==> config.mk <==
export PLATFORM = sky130hd
export DESIGN_NAME = mark_window_counter
export DESIGN_NICKNAME = d
export VERILOG_FILES = /design/src/rtl/mwc_pkg.sv /design/src/rtl/mwc_sync.sv /design/src/rtl/mwc_history.sv /design/src/rtl/mwc_popcount.sv /design/src/rtl/mark_window_counter.sv
export SDC_FILE = /design/constraint.sdc
export NUM_CORES = 1
export LEC_CHECK = 0
export BUFFER_PORTS_ARGS = -buffer_cell sky130_fd_sc_hd__buf_2
export CORE_UTILIZATION = 25
export DETAILED_ROUTE_END_ITERATION = 16
export SLEW_MARGIN = 20
export SYNTH_ARGS = -nofsm -noshare
export SYNTH_HDL_FRONTEND = slang
export SYNTH_SLANG_ARGS = --single-unit
==> constraint.sdc <==
create_clock -name clk -period 3.9 [get_ports clk]
set_input_delay 0.195 -clock clk [delete_from_list [all_inputs] [get_ports clk]]
set_output_delay 0.195 -clock clk [all_outputs]
set_load 0.1 [all_outputs]
==> src/rtl/mwc_pkg.sv <==
package mwc_pkg;
  localparam int unsigned WIN_LEN = 10;
  localparam int unsigned CNT_W   = $clog2(WIN_LEN + 1);
  typedef logic [WIN_LEN-1:0] win_t;
  typedef logic [CNT_W-1:0]   cnt_t;
endpackage

==> src/rtl/mwc_sync.sv <==
module mwc_sync #(
  parameter int unsigned STAGES = 2
) (
  input  logic clk,
  input  logic rst_n,
  input  logic d_async,
  output logic q_sync
);
  logic [STAGES-1:0] chain_q;
  logic [STAGES-1:0] chain_d;

  always_comb begin
    chain_d[0] = d_async;
    for (int i = 1; i < STAGES; i++) chain_d[i] = chain_q[i-1];
  end

  always_ff @(posedge clk or negedge rst_n) begin
    if (!rst_n) chain_q <= '0;
    else        chain_q <= chain_d;
  end

  assign q_sync = chain_q[STAGES-1];
endmodule

==> src/rtl/mwc_history.sv <==
module mwc_history #(
  parameter int unsigned WIN = 10
) (
  input  logic           clk,
  input  logic           rst_n,
  input  logic           shift_en,
  input  logic           clear,
  input  logic           sample,
  output logic [WIN-1:0] hist
);
  logic [WIN-1:0] hist_q;
  logic [WIN-1:0] hist_d;
  logic           hist_en;

  always_comb begin
    hist_en = shift_en | clear;
    if (clear) hist_d = '0;
    else       hist_d = {hist_q[WIN-2:0], sample};
  end

  always_ff @(posedge clk or negedge rst_n) begin
    if (!rst_n)       hist_q <= '0;
    else if (hist_en) hist_q <= hist_d;
  end

  assign hist = hist_q;
endmodule

==> src/rtl/mwc_popcount.sv <==
module mwc_popcount #(
  parameter int unsigned WIN = 10,
  localparam int unsigned CW = $clog2(WIN + 1)
) (
  input  logic [WIN-1:0] bits,
  output logic [CW-1:0]  ones
);
  always_comb begin
    ones = '0;
    for (int i = 0; i < WIN; i++) ones = ones + CW'(bits[i]);
  end
endmodule

==> src/rtl/mark_window_counter.sv <==
module mark_window_counter
  import mwc_pkg::*;
#(
  parameter int unsigned SYNC_STAGES = 2
) (
  input  logic             clk,
  input  logic             rst_n,
  input  logic             tick,
  input  logic             sw_raw,
  input  logic             invert_pol,
  input  logic             clear,
  output logic [CNT_W-1:0] mark_count
);
  logic sw_sync;
  logic mark_bit;
  win_t hist;
  cnt_t ones;
  logic tick_d_q;
  cnt_t count_q;
  cnt_t count_d;
  logic count_en;

  mwc_sync #(.STAGES(SYNC_STAGES)) u_sync (
    .clk(clk), .rst_n(rst_n), .d_async(sw_raw), .q_sync(sw_sync)
  );

  assign mark_bit = sw_sync ^ invert_pol;

  mwc_history #(.WIN(WIN_LEN)) u_hist (
    .clk(clk), .rst_n(rst_n), .shift_en(tick), .clear(clear),
    .sample(mark_bit), .hist(hist)
  );

  mwc_popcount #(.WIN(WIN_LEN)) u_pop (
    .bits(hist), .ones(ones)
  );

  always_comb begin
    count_en = tick_d_q | clear;
    count_d  = clear ? '0 : ones;
  end

  always_ff @(posedge clk or negedge rst_n) begin
    if (!rst_n) tick_d_q <= 1'b0;
    else        tick_d_q <= tick & ~clear;
  end

  always_ff @(posedge clk or negedge rst_n) begin
    if (!rst_n)        count_q <= '0;
    else if (count_en) count_q <= count_d;
  end

  assign mark_count = count_q;
endmodule

**Word level (Yosys, flattened, before mapping)**

Cells that the tools add are included.

- Flip-flop bits (word level): 17
- Latch bits: 0
- Memory bits (writable): 0
- ROM bits: 0
- Bits of input ports: 6
- Output and inout bits: 4
- Logic and storage cells: 20
- Memories kept: 0

- $add $sub $neg: 9
- $mul: 0
- Divide/modulo/power cells: 0
- Order comparisons: 0
- Eq/ne operators: 0
- Shift operators: 0
- Mux-type cells: 2
- Bitwise logic cells: 5
- Reduce and logical (&&, ||, !) cells: 0

Operators by type and width:

| cell | count |
|---|---|
| $add 4x1->4 | 8 |
| $mux 10 | 1 |
| $mux 4 | 1 |
| $add 1x1->2 | 1 |
| $or 1x1->1 | 2 |
| $and 1x1->1 | 1 |
| $not 1->1 | 1 |
| $xor 1x1->1 | 1 |

**Longest topological paths before layout**

Gate-level depths: netlist of run 1.

- Depth after elaboration: 10
- Mapped depth: 10
- Mapped depth without buffers: 10

**Modules after synthesis**

Synthesis of run 1 repeated with hierarchy kept, for this count alone.

- Cell total of the unflattened synthesis: 78
- Area total of the unflattened synthesis: 879.6 µm²

Modules (own cells, without submodules):

| module | instances | cells each | area an instance (µm²) |
|---|---|---|---|
| mwc_history | 1 | 32 | 402.9 |
| mwc_popcount | 1 | 28 | 226.5 |
| mark_window_counter | 1 | 16 | 200.2 |
| mwc_sync | 1 | 2 | 50.0 |

**Worst setup path before layout of run 1**

OpenSTA, ideal clock, no wires.

- Kind: register to register
- From: register u_hist.hist_q[0], in the netlist u_hist.hist[0]
- To: register count_q[2], in the netlist mark_count[2]
- Setup time: 0.094 ns
- Arrival: 3.171 ns
- Data required time: 3.806 ns
- Path slack: 0.635 ns
- Cell stages (with the launch flop): 10
- Path through: dfrtp_1 ha_1 inv_1 fa_1 fa_1 fa_1 fa_1 fa_1 xnor2_1 a211oi_1

- Word-level cells in the longest chain between the ends: 10

Ends and longest elaborated chain:

| element | RTL line | text |
|---|---|---|
| start: declaration | mwc_history.sv:11 | `logic [WIN-1:0] hist_q;` |
| start signal: assignment | mwc_history.sv:23 | `else if (hist_en) hist_q <= hist_d;` |
| $add 1x1->2 | mwc_popcount.sv:10 | `for (int i = 0; i < WIN; i++) ones = ones + CW'(bits[i]);` |
| $add 4x1->4 (8 in a row) | mwc_popcount.sv:10 |  |
| $mux 4 | mark_window_counter.sv:40 | `count_d = clear ? '0 : ones;` |
| end signal: assignment | mark_window_counter.sv:50 | `else if (count_en) count_q <= count_d;` |
| end: declaration | mark_window_counter.sv:19 | `cnt_t count_q;` |

No other way between the ends.
A chain may end at the register's enable or synchronous reset.

**Final worst setup path of run 1**

Same ends and word-level chain as after synthesis.

==> flow_summary.yaml, run 1 <==
setup_path:
  cp.required_ps: 4060
  path_cells: "ha_1 > inv_1 > fa_1 > fa_1 > fa_1 > fa_1 > fa_1 > xnor2_1 > a211oi_1"
  crit_type: "reg -> reg"
  regToRegSetupSlack_ps: 500
  endpoint_kind: "flip-flop"
  worst_ep_arrival_time_ps: 3560
  crit_start: "u_hist.hist[0]"
  endpoint: "mark_count[2]"
  r2r_start: "u_hist.hist[0]"
  worst_path_max_delay_cell: "fa_1"
  rr_endpoint: "mark_count[2]"
  slowest_delay_ps: 510
  critPathLaunchType: "flip-flop"
  crit_path_max_fanout: 3
  reg2reg_depth: 9
  cpMostUsedCell: "fa_1"
clock_network:
  cts_tree: "yes"
  post_cts_resize_count: 0
  holdBufCountCts: 1
  numCtsBuffers: 3
  htree_levels: 1
  root_buffer: "clkbuf_8"
  clk_pin_slew_worst_paths_ps: 60
  clk_path_buf_depth: 2
  cts_num_sinks: 17
  insertion_delay_ps: 250
  cts_setup_buffers: 0
synthesis:
  yosysWarnings: 0
  synthesis.area_um2: 925
  yosys-top-cells-area: "dfrtp_1 46%, fa_1 13%, mux2i_1 12%"
  synth_top_area_share_pct: 46.0
  seq_area_frac_synth_pct: 46.0
  synth_cell_type_count: 15
  synth_area_leader_cell: "dfrtp_1"
  syn_inst: 81
  syn_nets: 98
  ys_seq_elements: 17
  syn_avg_cell_area_um2: 11.4
pwr:
  ir_drop_mv: 0.128
  p_sw_mw: 0.0870
  p_leak_nw: 0.538
  p_seq_share_pct: 52.2
  p_per_area_mw_per_mm2: 334
  internal-power_mw: 0.268
  p_comb_share_pct: 12.5
  clockPowerShare_pct: 35.3
  switching_share_pct: 24.5
floorplanning:
  die_x_um: 62.8
  core_area_mm2: 0.00344
  num_io_pins: 10
  chipHeight_um: 62.8
  start_util_pct: 26.9
  rows: 21
  dieArea_mm2: 0.00395
grt:
  grt_pass1_vias: 589
  grt_pass1_wl_mm: 2.50
  grtUsageTotal_pct: 8.41
  overflow: 0
  grt_max_degree: 18
  antenna_found_initial: 0
layout:
  nFillCells: 352
  drive_above_1_share_pct: 15.2
  final_cell_mix: "17 x inv_1, 17 x dfrtp_1, 13 x nor2_1, 11 x mux2i_1, 9 x buf_2"
  areaGrowthSynthToFinish_pct: 14.7
  diodes: 0
  num-nets-final: 110
timing:
  tns_ps: 0
  holdWs_ps: 54.5
  grt_setup_unrepaired: "no"
  finClkSkew_ps: 2.79
  fin_crit_ps: 3400
  slew_violations: 0
  finalSetupViolCount: 0
  fmax_ghz: 0.294
  hold_viol: 0
  tightest_slew_ps: 483
  relSlewSlack_pct: 68.0
  fin_crit_sh_pct: 87.2
worst_hold_path:
  whs_path_depth: 1
  hold_path_class: "in -> reg"
route:
  drc: 0
  viasPerCell: 4.00
  drt_wl_total_mm: 1.35
  drt_first_pass_iters: 4
  routed-via-count: 552
  ant_nets: 0
  drtIter0Drc: 11
  detail_route.wl_per_cell_um: 9.75
placed_design:
  place_congestion: 0.672
  hpwlAfterDp_mm: 1.08
  io_buffers: 9
outcome:
  outcome: "finished, final reports clean"
flow_run:
  drv_cap: 0
## final cells by class
class | count | area, um^2 | share of cell area, %
clock buffer | 4 | 45.0 | 4.25
timing repair buffer | 10 | 55.1 | 5.19
inverter | 17 | 63.8 | 6.01
tap | 46 | 57.6 | 5.42
multi-input combinational | 44 | 414 | 39.0
sequential | 17 | 425 | 40.1
## worst min-delay path by stage
| stage | start | end | slack [ps] |
|---|---|---|---|
| 2_1_floorplan | rst_n | mark_count[0] | -100 |
| 3_3_place_gp | rst_n | mark_count[1] | 130 |
| 3_5_place_dp | rst_n | mark_count[3] | 130 |
| 4_1_cts | sw_raw | u_sync.chain_q[0] | 50 |
| 5_1_grt | sw_raw | u_sync.chain_q[0] | 40 |
| 6_report | sw_raw | u_sync.chain_q[0] | 50 |
## cell usage after synthesis
master    instances
a211oi_1          1
a211oi_2          1
a311oi_1          1
buf_2             2
buf_6             1
dfrtp_1          17
fa_1              6
ha_1              5
inv_1            17
mux2i_1          11
nor2_1           13
nor2_2            1
nor2b_1           2
o21bai_1          1
xnor2_1           2
## power by group through the flow
| stage | Clock, mW | Sequential, mW | Combinational (mW) |
|---|---|---|---|
| after floorplan | 0 | 0.200 | 0.0210 |
| final | 0.125 | 0.185 | 0.0444 |
| after detailed placement | 0 | 0.188 | 0.0445 |
| after global placement | 0 | 0.188 | 0.0431 |
| after CTS | 0.132 | 0.185 | 0.0454 |
| after global routing | 0.142 | 0.186 | 0.0486 |
## critical path: cells and delay by family, from the launching register on
kind	cells	cell delay, ps
adder cells (fa/ha/maj)	6	2500
flip-flops	1	400
AO/OA/AOI/OAI	1	210
XOR/XNOR	1	140
buffers and inverters	1	70
## cell families after synthesis
family          Yosys count  synth area share [%]
compound gates            4                  3.92
xor+xnor                  2                  1.89
fa+ha+maj                11                  19.8
buf+inv                  20                  9.20
flops                    17                  46.0
mux                      11                  11.9
simple gates             16                  7.31
## per-stage QoR
stage / instance area, um^2 / utilization (%) / setup slack (ps) / total power, mW / std cells
3_5_place_dp: 1010 / 29.2 / 477 / 0.233 / 133
5_1_grt: 1060 / 30.8 / 353 / 0.376 / 138
3_3_place_gp: 1010 / 29.2 / 546 / 0.231 / 133
6_report: 1060 / 30.8 / 498 / 0.355 / 138
4_1_cts: 1060 / 30.8 / 469 / 0.362 / 138
2_1_floorplan: 925 / - / 635 / 0.221 / 81
## routing by layer
metal	vias to the layer above	track usage, %	wire length, um
li1	269	-	-
met1	268	9.09	607
met2	13	13.7	641
met3	2	4.38	79
met4	0	3.49	18
met5	-	0	0
## flip-flops by register name, indices dropped and copies added (netlist names)
signal / flops
u_hist.hist: 10
mark_count: 4
u_sync.chain_q: 2
tick_d_q: 1
(Power assumes the default switching activity.)
==> run 2: changes to the inputs <==
- GPL_TIMING_DRIVEN: default -> 0
- PLACE_DENSITY: default -> 0.5
- RECOVER_POWER: default -> 50
==> run 2 against run 1 <==
Effect of this change:
- die area unchanged
- maximum frequency grew 0.38%
- via count down 0.54%
- non-clock buffer count increased by 3
- critical endpoint unchanged
- total power up 2.8%
- critical path type unchanged
- hold slack got worse by 7.7 ps
- first-iteration DRC count decreased by 9.1%
- sequential power is essentially flat
- highest routed layer unchanged
==> flow_summary.yaml, run 2 (same netlist as run 1, synthesis figures left out) <==
setup_path:
  endpoint_kind: "flip-flop"
  path_cells: "ha_1 > inv_1 > fa_1 > fa_1 > fa_1 > fa_1 > fa_1 > xnor2_1 > a211oi_1"
  crit_type: "reg -> reg"
  critPathLaunchType: "flip-flop"
  crit_path_max_fanout: 3
  cp.required_ps: 4070
  cpMostUsedCell: "fa_1"
  slowest_delay_ps: 510
  worst_path_max_delay_cell: "fa_1"
  worst_ep_arrival_time_ps: 3560
clock_network:
  insertion_delay_ps: 260
  clk_pin_slew_worst_paths_ps: 70
  htree_levels: 1
  post_cts_resize_count: 0
  holdBufCountCts: 1
  clk_path_buf_depth: 2
  cts_num_sinks: 17
  numCtsBuffers: 3
  root_buffer: "clkbuf_8"
  cts_tree: "yes"
  cts_setup_buffers: 0
timing:
  fin_ws_ps: 511
  finalSetupViolCount: 0
  tns_ps: 0
  slew_violations: 0
  finClkSkew_ps: 6.85
  fin_crit_ps: 3390
  grt_setup_unrepaired: "no"
  tightest_slew_ps: 945
  fmax_ghz: 0.295
  fin_crit_sh_pct: 86.9
  relSlewSlack_pct: 37.0
  hold_viol: 0
  holdWs_ps: 46.8
grt:
  overflow: 0
  antenna_found_initial: 0
  met3_usage_pct: 4.38
  grt_max_degree: 18
  grt_pass1_wl_mm: 2.68
  grt_busiest_layer: "met2"
  grt_pass1_vias: 566
  grtUsageTotal_pct: 9.19
  use_met1_pct: 11.1
  grt_use_met2_pct: 13.6
placed_design:
  place_congestion: 0.674
  place_ws_ps: 503
  io_buffers: 9
  hpwlAfterDp_mm: 1.12
pwr:
  ir_drop_mv: 0.107
  p_per_area_mw_per_mm2: 340
  p_leak_nw: 0.542
layout:
  areaGrowthSynthToFinish_pct: 16.0
  drive_above_1_share_pct: 14.7
  fin_util_pct: 31.2
  diodes: 0
  num-nets-final: 113
  nFillCells: 375
  largest_reg_flops: 10
  final_cell_mix: "17 x inv_1, 17 x dfrtp_1, 13 x nor2_1, 11 x mux2i_1, 9 x buf_2"
route:
  drt_first_pass_iters: 4
  drt_wl_total_mm: 1.46
  routed-via-count: 549
  drc: 0
  drtIter0Drc: 10
  detail_route.wl_per_cell_um: 10.4
  viasPerCell: 3.89
  ant_nets: 0
worst_hold_path:
  hold_path_class: "in -> reg"
floorplanning:
  die_x_um: 62.8
  dieArea_mm2: 0.00395
  core_area_mm2: 0.00344
  rows: 21
  start_util_pct: 26.9
  chipHeight_um: 62.8
  num_io_pins: 10
flow_run:
  drv_cap: 0
outcome:
  outcome: "finished, final reports clean"
run 2: changes by cell type in the layout (fill, tap and decap cells not counted), sizes merged:
cell,change
clkbuf,+3
run 2: worst paths after layout:
kind / start / endpoint / slack (ps) / cells past startpoint
worst max-delay path: u_hist.hist[0] / mark_count[2] / 510 / 9
worst min-delay path: sw_raw / u_sync.chain_q[0] / 50 / 1
worst max register to register: u_hist.hist[0] / mark_count[2] / 510 / 9
worst min register to register: u_sync.chain_q[0] / u_sync.chain_q[1] / 350 / 0
max in group asynchronous: rst_n / u_hist.hist[5] / 2730 / 2
min in group asynchronous: rst_n / mark_count[2] / 590 / 2
run 2: through the flow:
stage          power (mW)  std cells  cell area (um^2)
6_report            0.364        141              1070
5_1_grt             0.388        141              1070
4_1_cts             0.374        141              1080
3_5_place_dp        0.235        136              1030
3_3_place_gp        0.234        136              1030
2_1_floorplan       0.221         81               925
run 2: worst max-delay path, delay by kind of cell (launching register included):
family          cells  cell delay [ps]
flops               1              410
buf+inv             1               70
compound gates      1              210
fa+ha+maj           6             2470
xor+xnor            1              140
run 2: cell type report:
cell class | instances | area [um^2] | share of cell area, %
tap | 46 | 57.6 | 5.37
sequential | 17 | 425 | 39.7
inverter | 17 | 63.8 | 5.95
buffer | 3 | 13.8 | 1.28
timing repair buffer | 10 | 52.6 | 4.90
multi-input combinational | 44 | 414 | 38.6
clock buffer | 4 | 45.0 | 4.20
run 2: layer usage:
| layer | wire length [um] | vias up | part of all wire (%) |
|---|---|---|---|
| li1 | - | 274 | - |
| met1 | 699 | 262 | 48 |
| met2 | 676 | 9 | 46 |
| met3 | 60 | 4 | 4.1 |
| met4 | 23 | 0 | 1.6 |
| met5 | 0 | - | 0 |
run 2: power by group:
group / internal (mW) / total (mW) / switching, mW
clock network: 0.0726 / 0.134 / 0.0615
logic: 0.0144 / 0.0464 / 0.0320
registers: 0.181 / 0.184 / 0.00265
total: 0.268 / 0.364 / 0.0962
==> run 3: changes to the inputs <==
- SYNTH_HIERARCHICAL: default -> 1
==> run 3 against run 2 <==
Effect of this change:
- design area fell by 5.3%
- final cell count decreased by 2.1%
- first-iteration DRC count decreased by 10%
- sequential power about the same
- total power shrank 18%
- non-clock buffer count did not move
- combinational power decreased by 32%
- critical path type unchanged
- largest cell class unchanged
- largest power group unchanged
- highest routed layer unchanged
==> flow_summary.yaml, run 3 <==
timing:
  finClkSkew_ps: 5.00
  holdWs_ps: 21.4
  tightest_slew_ps: 923
  hold_viol: 0
  slew_violations: 0
  grt_setup_unrepaired: "no"
  relSlewSlack_pct: 38.5
  fmax_ghz: 0.322
  fin_crit_ps: 3110
  tns_ps: 0
  finalSetupViolCount: 0
  fin_crit_sh_pct: 79.7
  fin_ws_ps: 791
worst_hold_path:
  whs_path_depth: 1
  hold_path_class: "in -> reg"
  worstHoldStart: "sw_raw"
  min_to: "u_sync/chain_q[0]"
grt:
  grt_pass1_wl_mm: 2.25
  grt_pass1_vias: 521
  grtUsageTotal_pct: 8.44
  antenna_found_initial: 0
  grt_max_degree: 18
  overflow: 0
setup_path:
  path_buf_inv: 5
  crit_path_max_fanout: 3
  cp.required_ps: 4080
  r2r_start: "u_hist/hist[0]"
  rr_endpoint: "mark_count[2]"
  cpMostUsedCell: "inv_1"
  crit_family: "adder cells"
  regToRegSetupSlack_ps: 790
  slowest_delay_ps: 550
  reg2reg_depth: 13
  worst_ep_arrival_time_ps: 3290
  crit_type: "reg -> reg"
  path_cells: "inv_1 > fa_1 > inv_1 > fa_1 > inv_1 > fa_1 > inv_1 > ha_1 > inv_1 > fa_1 > xor2_1 > mux2i_1 > nor2_1"
  worst_path_max_delay_cell: "fa_1"
  critPathLaunchType: "flip-flop"
  endpoint_kind: "flip-flop"
synthesis:
  syn_nets: 92
  synthesis.area_um2: 880
  async_flop_share_pct: 100
  syn_inst: 78
  syn_avg_cell_area_um2: 11.3
  synth_edf_count: 0
  yosysWarnings: 6
  yosys-top-cells-area: "dfrtp_1 48%, mux2i_1 16%, fa_1 14%"
  ys_seq_elements: 17
  synth_top_area_share_pct: 48.4
  synth_area_leader_cell: "dfrtp_1"
  seq_area_frac_synth_pct: 48.4
  synth_cell_type_count: 12
  synth_common_cells: "17 x dfrtp_1, 17 x inv_1, 15 x nor2_1"
  synth_ff_type: "dfrtp_1"
clock_network:
  cts_setup_buffers: 0
  htree_levels: 1
  insertion_delay_ps: 280
  cts_num_sinks: 17
  clk_path_buf_depth: 2
  root_buffer: "clkbuf_4"
  numCtsBuffers: 3
  cts_tree: "yes"
  clk_pin_slew_worst_paths_ps: 90
pwr:
  p_leak_nw: 0.510
  ir_drop_mv: 0.190
  finalPower_mw: 0.300
  p_per_area_mw_per_mm2: 296
route:
  ant_nets: 0
  routed-via-count: 533
  drt_first_pass_iters: 4
  viasPerCell: 3.86
  drt_wl_total_mm: 1.27
  drc: 0
  detail_route.wl_per_cell_um: 9.19
  drtIter0Drc: 9
floorplanning:
  dieArea_mm2: 0.00376
  num_io_pins: 10
  chipHeight_um: 61.3
  start_util_pct: 26.2
  die_x_um: 61.3
  rows: 21
  core_area_mm2: 0.00336
layout:
  final_area_mm2: 0.00102
  final_cell_mix: "17 x dfrtp_1, 17 x inv_1, 15 x nor2_1, 14 x mux2i_1, 7 x buf_2"
  areaGrowthSynthToFinish_pct: 15.5
  diodes: 0
  num-nets-final: 107
  drive_above_1_share_pct: 13.0
  largest_reg_flops: 10
flow_run:
  drv_cap: 0
placed_design:
  place_area_um2: 982
  io_buffers: 9
  place_ws_ps: 777
  place_congestion: 0.759
  hpwlAfterDp_um: 996
outcome:
  outcome: "finished, final reports clean"
==> run 3: kinds of logic (layout without fill, tap and decap cells) <==
family | Yosys count | in the layout | share of synthesized area [%]
AOI/OAI and AO/OA | 1 | 1 | 0.568
xor gates and xnor gates | 2 | 2 | 1.99
adders and majority gates | 8 | 8 | 16.5
buffers and inverters | 20 | 34 | 9.53
DFF | 17 | 17 | 48.4
muxes | 14 | 14 | 15.9
and+or+nand+nor | 16 | 16 | 7.11
==> run 3: metrics by stage <==
stage                     utilization [%]  cells
after floorplan                         -     78
after global placement               29.2    133
after detailed placement             29.2    133
after CTS                            30.3    138
after global routing                 30.2    138
final                                30.2    138
==> run 3: metal layers <==
layer / global-route usage [%] / vias to the layer above / share of wire (%)
li1: - / 262 / -
met1: 12.0 / 265 / 50
met2: 12.3 / 4 / 47
met3: 1.26 / 2 / 2.0
met4: 4.87 / 0 / 1.0
met5: 0 / - / 0
==> run 3: final cells by class <==
class,count,area (um^2)
fillers,381,2350
flip-flops and latches,17,425
multi-input cells,41,370
inverters,17,63.8
well taps,46,57.6
repair buffers,10,52.6
clock buffers,4,26.3
plain buffers,3,20.0
==> run 3: worst reg2reg max path: stages, from the launching register on <==
cell and delay, ps:
dfrtp_1 390, inv_1 70, fa_1 550, inv_1 60, fa_1 510, inv_1 50
fa_1 420, inv_1 70, ha_1 150, inv_1 60, fa_1 370, xor2_1 150
mux2i_1 130, nor2_1 50
==> run 3: worst max-delay path by stage <==
| stage | startpoint | end | slack (ps) | depth (start not counted) |
|---|---|---|---|---|
| 2_1_floorplan | u_hist/hist[0] | mark_count[2] | 940 | 13 |
| 3_3_place_gp | u_hist/hist[0] | mark_count[2] | 800 | 13 |
| 3_5_place_dp | u_hist/hist[0] | mark_count[2] | 780 | 13 |
| 4_1_cts | u_hist/hist[0] | mark_count[2] | 790 | 13 |
| 5_1_grt | u_hist/hist[0] | mark_count[2] | 590 | 13 |
| 6_report | u_hist/hist[0] | mark_count[2] | 790 | 13 |
==> run 3: timing repair <==
action,CTS,global route
hold buffers,1,0
hold endpoints to repair,17,0
resized for setup,0,0
setup endpoints to repair,0,0
==> run 3: where the power goes <==
group	switching [mW]	total [mW]	internal, mW
Combinational	0.0199	0.0314	0.0116
Sequential	0.00204	0.182	0.180
Clock	0.0476	0.0872	0.0396
